File: src/rtl/i2c10_pkg.sv
package i2c10_pkg;
  localparam int BYTE_W = 8;
  localparam int MASK_W = 5;
  localparam int CNT_W  = 4;
  localparam logic [4:0] HI_PREFIX = 5'b11110;

  localparam logic [1:0] SEL_CMP  = 2'd0;
  localparam logic [1:0] SEL_MASK = 2'd1;
  localparam logic [1:0] SEL_BUF  = 2'd2;
  localparam logic [1:0] SEL_STAT = 2'd3;

  typedef enum logic [1:0] {
    ST_IDLE,
    ST_ADDR_HI,
    ST_ADDR_LO,
    ST_DATA
  } rx_state_e;
endpackage

File: src/rtl/i2c10_line_filter.sv
module i2c10_line_filter #(
  parameter int SYNC_STAGES = 2,
  parameter int FILT_STAGES = 2
) (
  input  logic clk,
  input  logic rst_n,
  input  logic line_i,
  output logic level_o,
  output logic rise_o,
  output logic fall_o
);
  logic [SYNC_STAGES-1:0] sync_q;
  logic [FILT_STAGES-1:0] hist_q;
  logic                   lvl_q, lvl_d, prev_q;

  always_comb begin
    lvl_d = lvl_q;
    if (&hist_q)       lvl_d = 1'b1;
    else if (~|hist_q) lvl_d = 1'b0;
  end

  always_ff @(posedge clk or negedge rst_n) begin
    if (!rst_n) begin
      sync_q <= '1;
      hist_q <= '1;
      lvl_q  <= 1'b1;
      prev_q <= 1'b1;
    end else begin
      sync_q <= {sync_q[SYNC_STAGES-2:0], line_i};
      hist_q <= {hist_q[FILT_STAGES-2:0], sync_q[SYNC_STAGES-1]};
      lvl_q  <= lvl_d;
      prev_q <= lvl_q;
    end
  end

  assign level_o = lvl_q;
  assign rise_o  = lvl_q & ~prev_q;
  assign fall_o  = ~lvl_q & prev_q;
endmodule

File: src/rtl/i2c10_addr_cmp.sv
module i2c10_addr_cmp
  import i2c10_pkg::*;
#(
  parameter int MW = MASK_W
) (
  input  logic [BYTE_W-1:0] byte_i,
  input  logic [BYTE_W-1:0] cmp_i,
  input  logic [MW-1:0]     mask_i,
  output logic              hi_hit_o,
  output logic              lo_hit_o
);
  logic [BYTE_W-1:0] dont_care;

  // Mask bit 0 spans the two lowest address bits, the others one bit each.
  for (genvar b = 0; b < BYTE_W; b++) begin : g_dc
    if (b < 2) begin : g_pair
      assign dont_care[b] = mask_i[0];
    end else if (b <= MW) begin : g_single
      assign dont_care[b] = mask_i[b-1];
    end else begin : g_fixed
      assign dont_care[b] = 1'b0;
    end
  end

  assign lo_hit_o = (((byte_i ^ cmp_i) & ~dont_care) == '0);
  assign hi_hit_o = (byte_i[7:3] == HI_PREFIX) && (byte_i[2:1] == cmp_i[2:1]) && !byte_i[0];
endmodule

File: src/rtl/i2c10_slave_rx.sv
module i2c10_slave_rx
  import i2c10_pkg::*;
(
  input  logic       clk,
  input  logic       rst_n,
  input  logic       scl_i,
  input  logic       sda_i,
  output logic       scl_oe,
  output logic       sda_oe,
  input  logic [1:0] reg_sel,
  input  logic       reg_we,
  input  logic       reg_re,
  input  logic [7:0] reg_wdata,
  output logic [7:0] reg_rdata,
  output logic       irq
);
  localparam logic [CNT_W-1:0] LAST_BIT = CNT_W'(BYTE_W);
  localparam logic [CNT_W-1:0] ACK_BIT  = CNT_W'(BYTE_W + 1);

  logic scl_f, scl_rise, scl_fall;
  logic sda_f, sda_rise, sda_fall;
  logic hi_hit, lo_hit;
  logic start_det, stop_det, cmp_we;

  rx_state_e         state_q, state_d;
  logic [CNT_W-1:0]  bitcnt_q, bitcnt_d;
  logic [BYTE_W-1:0] shreg_q, shreg_d;
  logic [BYTE_W-1:0] rxbuf_q, rxbuf_d;
  logic [BYTE_W-1:0] cmp_q, cmp_d;
  logic [MASK_W-1:0] mask_q, mask_d;
  logic ack_q, ack_d, sda_oe_q, sda_oe_d;
  logic bf_q, bf_d, ua_q, ua_d, ovf_q, ovf_d, irq_q, irq_d;
  logic ack_now;

  i2c10_line_filter #(.SYNC_STAGES(2), .FILT_STAGES(2)) i_scl_filt (
    .clk(clk), .rst_n(rst_n), .line_i(scl_i),
    .level_o(scl_f), .rise_o(scl_rise), .fall_o(scl_fall)
  );

  i2c10_line_filter #(.SYNC_STAGES(2), .FILT_STAGES(2)) i_sda_filt (
    .clk(clk), .rst_n(rst_n), .line_i(sda_i),
    .level_o(sda_f), .rise_o(sda_rise), .fall_o(sda_fall)
  );

  i2c10_addr_cmp #(.MW(MASK_W)) i_cmp (
    .byte_i(shreg_q), .cmp_i(cmp_q), .mask_i(mask_q),
    .hi_hit_o(hi_hit), .lo_hit_o(lo_hit)
  );

  assign start_det = sda_fall & scl_f;
  assign stop_det  = sda_rise & scl_f;
  assign cmp_we    = reg_we && (reg_sel == SEL_CMP);

  always_comb begin
    state_d  = state_q;
    bitcnt_d = bitcnt_q;
    shreg_d  = shreg_q;
    rxbuf_d  = rxbuf_q;
    cmp_d    = cmp_q;
    mask_d   = mask_q;
    ack_d    = ack_q;
    sda_oe_d = sda_oe_q;
    bf_d     = bf_q;
    ua_d     = ua_q;
    ovf_d    = ovf_q;
    irq_d    = irq_q;
    ack_now  = 1'b0;

    // Host side first, so that a bus event in the same cycle wins.
    if (reg_we) begin
      case (reg_sel)
        SEL_CMP: begin
          cmp_d = reg_wdata;
          ua_d  = 1'b0;
        end
        SEL_MASK: mask_d = reg_wdata[MASK_W-1:0];
        SEL_STAT: begin
          if (reg_wdata[2]) ovf_d = 1'b0;
          if (reg_wdata[3]) irq_d = 1'b0;
        end
        default: ;
      endcase
    end
    if (reg_re && (reg_sel == SEL_BUF)) bf_d = 1'b0;

    if (start_det) begin
      state_d  = ST_ADDR_HI;
      bitcnt_d = '0;
      sda_oe_d = 1'b0;
      ack_d    = 1'b0;
    end else if (stop_det) begin
      state_d  = ST_IDLE;
      bitcnt_d = '0;
      sda_oe_d = 1'b0;
      ack_d    = 1'b0;
    end else if (state_q != ST_IDLE) begin
      if (scl_rise) begin
        if (bitcnt_q < LAST_BIT) begin
          shreg_d  = {shreg_q[BYTE_W-2:0], sda_f};
          bitcnt_d = bitcnt_q + 1'b1;
        end else if (bitcnt_q == LAST_BIT) begin
          bitcnt_d = ACK_BIT;
        end
      end else if (scl_fall) begin
        if (bitcnt_q == LAST_BIT) begin
          case (state_q)
            ST_ADDR_HI: ack_now = hi_hit;
            ST_ADDR_LO: ack_now = lo_hit;
            ST_DATA: begin
              ack_now = !bf_q;
              if (bf_q) ovf_d = 1'b1;
            end
            default: ack_now = 1'b0;
          endcase
          ack_d    = ack_now;
          sda_oe_d = ack_now;
        end else if (bitcnt_q == ACK_BIT) begin
          sda_oe_d = 1'b0;
          bitcnt_d = '0;
          ack_d    = 1'b0;
          if (ack_q) begin
            rxbuf_d = shreg_q;
            bf_d    = 1'b1;
            irq_d   = 1'b1;
            if (state_q == ST_ADDR_HI) begin
              ua_d    = 1'b1;
              state_d = ST_ADDR_LO;
            end else if (state_q == ST_ADDR_LO) begin
              ua_d    = 1'b1;
              state_d = ST_DATA;
            end
          end else if (state_q != ST_DATA) begin
            state_d = ST_IDLE;
          end
        end
      end
    end
  end

  always_ff @(posedge clk or negedge rst_n) begin
    if (!rst_n) begin
      state_q  <= ST_IDLE;
      bitcnt_q <= '0;
      shreg_q  <= '0;
      rxbuf_q  <= '0;
      cmp_q    <= '0;
      mask_q   <= '0;
      ack_q    <= 1'b0;
      sda_oe_q <= 1'b0;
      bf_q     <= 1'b0;
      ua_q     <= 1'b0;
      ovf_q    <= 1'b0;
      irq_q    <= 1'b0;
    end else begin
      state_q  <= state_d;
      bitcnt_q <= bitcnt_d;
      shreg_q  <= shreg_d;
      rxbuf_q  <= rxbuf_d;
      cmp_q    <= cmp_d;
      mask_q   <= mask_d;
      ack_q    <= ack_d;
      sda_oe_q <= sda_oe_d;
      bf_q     <= bf_d;
      ua_q     <= ua_d;
      ovf_q    <= ovf_d;
      irq_q    <= irq_d;
    end
  end

  always_comb begin
    case (reg_sel)
      SEL_CMP:  reg_rdata = cmp_q;
      SEL_MASK: reg_rdata = BYTE_W'(mask_q);
      SEL_BUF:  reg_rdata = rxbuf_q;
      default:  reg_rdata = {4'b0000, irq_q, ovf_q, ua_q, bf_q};
    endcase
  end

  assign scl_oe = ua_q;
  assign sda_oe = sda_oe_q;
  assign irq    = irq_q;

  // the update request persists until the host rewrites the compare address
  assert_ua_hold_R4: assert property (@(posedge clk) disable iff (!rst_n)
    (ua_q && !cmp_we) |=> ua_q);
  // a compare-address write outside a bus clock edge releases SCL
  assert_ua_release_R4: assert property (@(posedge clk) disable iff (!rst_n)
    (cmp_we && !scl_fall) |=> !scl_oe);
  // the acknowledge is only ever started while the filtered clock is low
  assert_ack_clk_low_R2: assert property (@(posedge clk) disable iff (!rst_n)
    $rose(sda_oe_q) |-> !scl_f);
  // an overflowing byte is never acknowledged
  assert_no_overflow_ack_R7: assert property (@(posedge clk) disable iff (!rst_n)
    $rose(ovf_q) |-> !sda_oe_q);
  // while data is pending, the buffer keeps its contents
  assert_buf_kept_R7: assert property (@(posedge clk) disable iff (!rst_n)
    (state_q == ST_DATA && bf_q) |=> $stable(rxbuf_q));
  // an interrupt always comes with a full buffer
  assert_irq_with_bf_R5: assert property (@(posedge clk) disable iff (!rst_n)
    $rose(irq_q) |-> bf_q);
endmodule

File: config.mk
export PLATFORM = sky130hd
export DESIGN_NAME = i2c10_slave_rx
export DESIGN_NICKNAME = d
export VERILOG_FILES = /design/src/rtl/i2c10_pkg.sv /design/src/rtl/i2c10_line_filter.sv /design/src/rtl/i2c10_addr_cmp.sv /design/src/rtl/i2c10_slave_rx.sv
export SDC_FILE = /design/constraint.sdc
export NUM_CORES = 1
export LEC_CHECK = 0
export BUFFER_PORTS_ARGS = -buffer_cell sky130_fd_sc_hd__buf_2
export CORE_UTILIZATION = 50
export CTS_CLUSTER_DIAMETER = 200
export CTS_CLUSTER_SIZE = 12
export DETAILED_ROUTE_END_ITERATION = 6
export GPL_ROUTABILITY_DRIVEN = 0
export PLACE_DENSITY = 0.72
export SLEW_MARGIN = 20
export SYNTH_ARGS = -nofsm -noshare
export SYNTH_HDL_FRONTEND = slang
export SYNTH_HIERARCHICAL = 1
export SYNTH_SLANG_ARGS = --single-unit
File: constraint.sdc
create_clock -name clk -period 1.8 [get_ports clk]
set_input_delay 0.18 -clock clk [delete_from_list [all_inputs] [get_ports clk]]
set_output_delay 0.18 -clock clk [all_outputs]
set_load 0.05 [all_outputs]
# [Word level (Yosys, flattened, before mapping)]
# Cells that the tools add are included.
[op_classes] addsub=1 bitwise=17 magnitude_cmp=1 n_eq_ne=18 reduce_logical=26 muxes=76
[ops] op="2-to-1 mux 1 bit" count=54
[ops] op="2-to-1 mux 4 bit" count=9
[ops] op="case mux 8 bit (3 select lines)" count=1
[ops] op="2-to-1 mux 2 bit" count=11
[ops] op="nonzero test 4 bit" count=4
[ops] op="AND reduction 5 bit" count=2
[ops] op="nonzero test 3 bit" count=3
[ops] op="AND 8 bit" count=1
[ops] op="== test 2 bit (second input constant)" count=4
[ops] op="== test 4 bit (second input constant)" count=2
[ops] op="zero test 8 bit" count=1
[ops] op="inverter 1 bit" count=8
[ops] op="inverter 6 -> 8 bit" count=1
[ops] op="AND reduction 2 bit" count=4
[ops] op="AND reduction 8 bit" count=1
[ops] op="bitwise XOR 8 bit" count=1
[ops] op="AND reduction 7 bit" count=1
[ops] op="AND 1 bit" count=6
[ops] op="!= test 3 bit (second input constant)" count=2
[ops] op="== test 5 bit (second input constant)" count=1
[ops] op="!= test 5 x 3 -> 1 bit (second input constant)" count=1
[ops] op="!= test 5 bit (second input constant)" count=1
[ops] op="adder 4 x 1 -> 4 bit (second input constant)" count=1
[ops] op="== test 2 x 1 -> 1 bit (second input constant)" count=2
[ops] op="other kinds (12)" count=17
[totals] out_inout_bits=11 wordCells=158 regBits=52 inputBits=16

# [Longest topological paths before layout]
# Gate-level depths: netlist of the first run.
[logic_depth] depth_word=13 ltp_mapped=7 depth_no_buf=7

# [Hierarchy]
# The synthesis of the first run kept the hierarchy.
[modules_own_cells] module="i2c10_slave_rx" cells_each=152 area_each_um2=1974.4 seq_area_each_um2=1001.0 instances=1
[modules_own_cells] module="i2c10_line_filter" cells_each=10 area_each_um2=197.7 seq_area_each_um2=157.7 instances=2
[modules_own_cells] module="i2c10_addr_cmp" cells_each=16 area_each_um2=122.6 seq_area_each_um2=0.0 instances=1

# [Worst setup path before layout of the first run]
# No wires, ideal clock.
[synth_timing] path_type="register -> register" from="register bitcnt_q[0]" to="register rxbuf_q[0]" stages_incl_launch_ff=7 setup_ps=128 t_arrival_ps=1643 synth_period_minus_slack_ps=1770 required_ps=1672 path_slack_ps=30 path_buffers=0 cell_sequence="dfrtp_1 inv_1 ha_1 and2b_1 nand3_2 nor2_8 mux2_1"
[synth_between] elab_chain_len=3 elab_cells_between_ends=4 classes_between="eq/ne (2); bitwise (1); reduce/logical (1)"
[synth_lines] item="start: declaration" line="i2c10_slave_rx.sv:26" text="logic [CNT_W-1:0] bitcnt_q, bitcnt_d;"
[synth_lines] item="start signal: assignment" line="i2c10_slave_rx.sv:156" text="bitcnt_q <= bitcnt_d;"
[synth_lines] item="== test 4 bit" line="i2c10_slave_rx.sv:105" text="if (bitcnt_q == LAST_BIT) begin"
[synth_lines] item="inverter 1 bit (no source line)"
[synth_lines] item="AND reduction 8 bit (no source line) *"
[synth_lines] item="end signal: assignment" line="i2c10_slave_rx.sv:158" text="rxbuf_q <= rxbuf_d;"
[synth_lines] item="end: declaration" line="i2c10_slave_rx.sv:28" text="logic [BYTE_W-1:0] rxbuf_q, rxbuf_d;"
# Every way passes the cells marked *; elsewhere a longest branch is shown, timed or not.
# A chain may end at the register's enable or synchronous reset.

# [Worst setup path in the final report of the first run]
[layout_timing] from="register i_scl_filt.prev_q" to="register rxbuf_q[7]"
[layout_between] elab_cells_between_ends=5 classes_between="bitwise (4); reduce/logical (1)"
[layout_lines] item="start: declaration" line="i2c10_line_filter.sv:14" text="logic lvl_q, lvl_d, prev_q;"
[layout_lines] item="start signal: assignment" line="i2c10_line_filter.sv:32" text="prev_q <= lvl_q;"
[layout_lines] item="AND 1 bit" line="i2c10_line_filter.sv:38" text="assign fall_o = ~lvl_q & prev_q;"
[layout_lines] item="via scl_fall" line="i2c10_slave_rx.sv:20" text="logic scl_f, scl_rise, scl_fall;"
[layout_lines] item="AND reduction 8 bit (no source line)"
# The timed path passes the listed nets, and every way through them passes these cells.

==> metrics.txt, run 1 <==
crit share post-route=0.964; Pwr Density=between 900 and 1000 nW/um^2; ANT cells=0; Via density=~5.4; Final min period=roughly 1.7 ns; Clock Latency Late Sink=about 0.3 ns; final hold violation count=0; Die Ht=a little over 70 um; layout cells sized above 1=0.404; CP required=1.99 ns; leakage power=around 0.0014 uW; WL final=about 4800 um; FMAX=~580 MHz; CP Class=reg2reg; Layout area overhead=19.9%; Root Buffer Master=clkbuf_8; clock-pin slew on the worst setup and hold paths=~0.1 ns; Worst Clk Skew=about 0.0052 ns; Ports=27; Routed Antenna Nets=0; Vias=around 1700; Setup TNS=0 ns; Max-Cap Viols=0; first-pass GRT wire length=about 7700 um; DP Wirelength=roughly 3500 um; number of cells on the critical path=5; num rows=25; initial antenna violation count=0; synthesized flop and latch total=52; Buf/Inv on CP=0; Placement Setup Slack=-0.000592 ns; final setup margin=around 0.065 ns; slowest stage delay, CP=0.55 ns; Initial Util=0.524; Reg2Reg Depth=5; Syn Area/Cell=approximately 13 sq um; final core utilization=0.628; largest net degree at the start of global routing=22; slowest stage cell, crit path=dfstp_2; post-synthesis net count=roughly 210; crit path max fanout=5; fraction of registers with async set or reset after synthesis=1.00; Post-Syn Area=around 2500 sq um; GRT Residual Overflow=0; CTS buffer count=5; Die X=between 70 and 80 um; Core Area=4750 sq um; crit path launch type=register; Mapped Cells=188; EDFF count, synth=0; WL per Instance=about 16 um; Worst setup EP type=register; register area share after synthesis=0.528; gr usage total=0.195; Hold WC Path Type=in2reg; # H-tree levels=2; Hold Path Stages=2; Peak VDD IR=between 0.0005 and 0.0006 V; CP delay by family, top=simple AND/OR/NAND/NOR gates; drt pass-1 iters=4; ys flop type=dfrtp_1; max-slew violations=0; vias in the first global route=about 1600; die area=5270 sq um; Synth cell types=42; DRC=0; crit path cell chain=nor2b_2 > and4bb_4 > nand3_4 > nor2_8 > mux2_1; TritonCTS clock tree=yes; final setup fails=0; Slew Limit Headroom=0.688; Post-layout nets=between 200 and 300; worst slew pin tran=around 0.47 ns; I/O Buffers=26; Worst Path Arrival=roughly 1.9 ns; CTS Buffer Depth=2; Yosys warning count=6; DRT iter0 DRCs=84; CTS Sinks=52; run status=completed
power by group:
group          internal (uW)  total [uW]  leakage (uW)  switching [uW]
Sequential              1330        1510      0.000652             174
Combinational            361         743      0.000691             382
Clock                    279         661     0.0000485             382
layout make-up:
class / count / area [sq um]
Clock buffer: 5 / 68.8
Multi-Input combinational cell: 128 / 1180
Inverter: 4 / 15.0
Clock inverter: 3 / 22.5
Timing Repair Buffer: 48 / 303
Tap cell: 67 / 83.8
Sequential cell: 52 / 1320
Fill cell: 386 / 1770
per-stage QoR:
step	hold slack [ns]	area (sq um)	instances	power [uW]
3_3_place_gp	0.147	2800	291	2200
5_1_grt	0.0870	2990	307	3070
2_1_floorplan	-0.116	2490	188	1980
4_1_cts	0.0835	2920	302	2890
3_5_place_dp	0.159	2800	291	2220
6_report	0.0939	2990	307	2910
layer usage:
| layer | global-route usage | routed length (um) | vias to the layer above |
|---|---|---|---|
| met1 | 0.305 | 2480 | 819 |
| met2 | 0.273 | 2100 | 36 |
| met4 | 0.0654 | 43 | 0 |
| met3 | 0.0359 | 149 | 4 |
| li1 | - | - | 792 |
| met5 | 0 | 0 | - |
cells in the final DEF (no fill, tap or decap), types with 3 or more instances in the layout:
cell,instances
mux2_1,19
nor2b_1,5
nand3_1,3
o21ai_0,5
a21oi_1,6
o221ai_1,3
dfrtp_1,40
a21o_1,4
dfstp_2,12
buf_4,19
nand2_1,10
mux4_2,4
nor2_1,4
clkbuf_8,5
nand3b_1,3
xnor2_1,8
dlygate4sd3_1,3
nand4_1,4
ha_1,5
nor2b_2,4
mux2i_1,4
inv_1,3
mux2_2,10
buf_2,26
cell usage after synthesis, types with 2 or more instances:
library cell,n,area (sq um)
dfrtp_1,40,1000
mux2_1,19,214
nor2b_1,9,56.3
mux2i_1,4,40.0
o211ai_1,2,15.0
xnor2_1,8,70.1
dfstp_2,12,315
inv_1,4,15.0
mux2_2,10,113
o221ai_1,3,26.3
a21oi_1,6,30.0
ha_1,5,62.6
a21o_1,4,30.0
o211a_1,2,20.0
nand3_1,3,15.0
buf_2,4,20.0
nor4_1,2,12.5
mux2_4,2,30.0
nand2_1,10,37.5
nand4_1,4,25.0
o21ai_1,2,10.0
o21ai_0,5,25.0
mux4_2,4,90.1
nand3b_1,3,22.5
nor2_1,4,15.0
logic make-up (layout without fill, tap and decap cells):
| kind of cell | count (synthesis) | after routing | share of synthesized area |
|---|---|---|---|
| DFF | 52 | 52 | 0.528 |
| adders and majority gates | 5 | 5 | 0.0251 |
| muxes | 39 | 39 | 0.195 |
| xor gates and xnor gates | 9 | 9 | 0.0346 |
| and+or+nand+nor | 42 | 43 | 0.105 |
| AOI/OAI and AO/OA | 32 | 32 | 0.0959 |
| buffers and inverters | 9 | 60 | 0.0156 |
worst paths after layout:
| path | start | endpoint | slack (ns) |
|---|---|---|---|
| setup / recovery | i_scl_filt/prev_q | rxbuf_q[7] | 0.06 |
| hold / removal | reg_wdata[5] | cmp_q[5] | 0.09 |
| setup reg to reg | i_scl_filt/prev_q | rxbuf_q[7] | 0.06 |
| hold reg to reg | i_scl_filt/sync_q[1] | i_scl_filt/hist_q[0] | 0.36 |
| max in group asynchronous | rst_n | i_sda_filt/level_o | 0.78 |
| min in group asynchronous | rst_n | bitcnt_q[3] | 0.36 |
state kept, by name (all words and copies together), names as in the netlist, 2 cells and up:
| name | flops |
|---|---|
| i_scl_filt/sync_q | 2 |
| i_sda_filt/sync_q | 2 |
| mask_q | 5 |
| rxbuf_q | 8 |
| shreg_q | 8 |
| i_scl_filt/hist_q | 2 |
| bitcnt_q | 4 |
| i_sda_filt/hist_q | 2 |
| cmp_q | 8 |
| state_q | 2 |
repair_timing:
item,4_1_cts,5_1_grt
gates cloned,0,1
hold buffers,3,0
setup endpoints to repair,6,19
pin swaps,0,5
endpoints found under the hold margin,12,0
gates resized for setup,1,8
buffers inserted,0,4
Power figures use the tool's default switching activity.
==> run 2: changes to the inputs <==
Settings changed: PLACE_DENSITY 0.72 to 0.7.
Clock period 1.8 ns to 2.1 ns, I/O delays scaled along.
==> run 2 against run 1 <==
Compared with the run above:
- critical path depth increased by 1
- non-clock buffer count decreased by 16
- worst hold slack improved by 0.023 ns
- global-route usage increased by 1.4 points
- sequential power decreased by 13%
- power decreased by 14%
- fmax decreased by 12%
- count of clock-buffer cells in the layout increased by 1
- critical path type unchanged
- highest routed layer unchanged
==> metrics.txt, run 2 (synthesis results as in run 1) <==
leakage power=0.00132 uW (-5.2%); final setup fails=0 (unchanged); CTS buffer count=5 (unchanged); Die X=72.6 um (unchanged); worst setup path end=rxbuf_q[6]; Slew Limit Headroom=0.598 (-0.0892); Worst Path Arrival=2.18 ns (+0.26 ns); drt pass-1 iters=4 (unchanged); clock network power share=0.259 (+0.032); RSZ-0062 raised after global routing=false; Setup TNS=0 ns (unchanged); Final min period=1.98 ns (+0.248 ns); Initial Util=0.524 (unchanged); initial antenna violation count=0 (unchanged); switching share of total power=0.320 (-0.00215); layout cells sized above 1=0.327 (-0.0768); clock-pin slew on the worst setup and hold paths=0.10 ns (about the same); Reg2Reg Depth=6 (+1); Psw=802 uW (-14%); gr usage total=0.210 (+0.0145); WL final=4840 um (+1.5%); Max-Cap Viols=0 (unchanged); TritonCTS clock tree=yes; worst slew pin tran=0.602 ns (+0.134 ns); Peak VDD IR=0.000392 V (-35%); CP required=2.29 ns (+0.30 ns); Hold WC Path Type=in2reg; Post-layout nets=243 (-6.5%); CP Class=reg2reg; largest net degree at the start of global routing=28 (+27%); Worst Clk Skew=0.00475 ns (-0.000459 ns); Worst setup EP type=register; area of the multi-input gates=1140 sq um (-3.5%); final core utilization=0.601 (-0.0276); DRC=0 (unchanged); Filler cells=396 (+2.6%); crit path max fanout=10 (+5); ANT cells=0 (unchanged); slowest stage delay, CP=0.42 ns (-0.13 ns); crit path launch type=register; CTS Buffer Depth=2 (unchanged); vias in the first global route=1693 (+8.0%); crit share post-route=0.944 (-0.0198); Root Buffer Master=clkbuf_8; Crit Reg-Reg Startpoint=bitcnt_q[0]; WL per Instance=16.7 um (+7.4%); FF-to-FF End=rxbuf_q[6]; Vias=1650 (-0.061%); first-pass GRT wire length=8220 um (+7.3%); num rows=25 (unchanged); FMAX=504 MHz (-12%); CP startpoint=bitcnt_q[0]; I/O Buffers=26 (unchanged); combinational share of power=0.214 (-0.041); Clock Latency Late Sink=0.30 ns (about the same); die area=5270 sq um (unchanged); Ports=27 (unchanged); Core Area=4750 sq um (unchanged); CTS Sinks=52 (unchanged); commonest non-fill, non-tap cells in the layout=40 x dfrtp_1, 26 x buf_2, 19 x mux2_1; slowest stage cell, crit path=dfrtp_1; run status=completed; sequential cell area=1320 sq um (unchanged); Layout area overhead=14.6%; Die Ht=72.6 um (unchanged); DP Wirelength=3470 um (+0.11%); # H-tree levels=2 (unchanged); Via density=5.69 (+5.8%); crit path cell chain=inv_1 > ha_1 > and2b_1 > nand3_2 > nor2_8 > mux2_1; Reg2Reg Setup Slack=0.12 ns (+0.05 ns); Pwr Density=878 nW/um^2 (-9.9%); Post-CTS Resized=0 (-1); Top Registers=cmp_q (8), rxbuf_q (8), shreg_q (8); Routed Antenna Nets=0 (unchanged); Int Pwr=1710 uW (-14%); most common cell after layout, fill and taps aside=dfrtp_1; Seq pwr share=0.527 (+0.009); max-slew violations=0 (unchanged); GRT Residual Overflow=0 (unchanged); final hold violation count=0 (unchanged); DRT iter0 DRCs=111 (+32%)
==> run 2: how the worst min path moves through the flow <==
stage / from / endpoint / cells after the start
6_report: reg_wdata[5] / cmp_q[5] / 2
5_1_grt: reg_wdata[5] / cmp_q[5] / 2
4_1_cts: reg_wdata[5] / cmp_q[5] / 2
3_5_place_dp: rst_n / bitcnt_q[0] / 1
3_3_place_gp: rst_n / bitcnt_q[0] / 1
2_1_floorplan: rst_n / bf_q / 0
==> run 2: area by class of cell <==
type | instances | area share
well taps | 67 | 0.0293
flip-flops and latches | 52 | 0.461
multi-input cells | 127 | 0.398
clock buffers | 6 | 0.0329
repair buffers | 32 | 0.0683
clock inverters | 2 | 0.00526
inverters | 4 | 0.00526
==> run 2: metal layers <==
metal  up-vias  GRT usage  wire length [um]
met4         0     0.0675                44
met5         -          0                 0
met1       835      0.291              2250
li1        760          -                 -
met2        49      0.326              2350
met3         6     0.0511               193
==> run 2: metrics by stage <==
step / hold WS (ns) / instances / power, uW / setup slack [ns] / cell area, sq um
finish: 0.117 / 290 / 2510 / 0.117 / 2860
global route: 0.114 / 290 / 2650 / 0.0288 / 2860
CTS: 0.113 / 290 / 2530 / 0.105 / 2860
detailed placement: 0.256 / 279 / 1870 / 0.124 / 2720
global placement: 0.235 / 279 / 1840 / 0.210 / 2720
floorplan: -0.0856 / 188 / 1700 / 0.292 / 2490
==> run 2: critical path: cells and delay by family, from the launching register on <==
family | cells | cell delay (ns)
adder cells (fa/ha/maj) | 1 | 0.25
buffers and inverters | 1 | 0.11
flip-flops | 1 | 0.42
multiplexers | 1 | 0.36
AND/OR/NAND/NOR | 3 | 0.73
==> run 2: what timing repair did <==
| action | in CTS | in global routing |
|---|---|---|
| setup endpoints to repair | 0 | 0 |
| hold buffers | 3 | 0 |
| endpoints found under the hold margin | 15 | 0 |
| buffers inserted | 0 | 0 |
==> run 2: power groups by stage <==
stage | Sequential [uW] | Clock [uW] | Combinational (uW)
floorplan | 1260 | 0 | 439
global placement | 1320 | 0 | 514
detailed placement | 1340 | 0 | 531
CTS | 1320 | 672 | 539
global route | 1340 | 726 | 579
finish | 1320 | 650 | 537
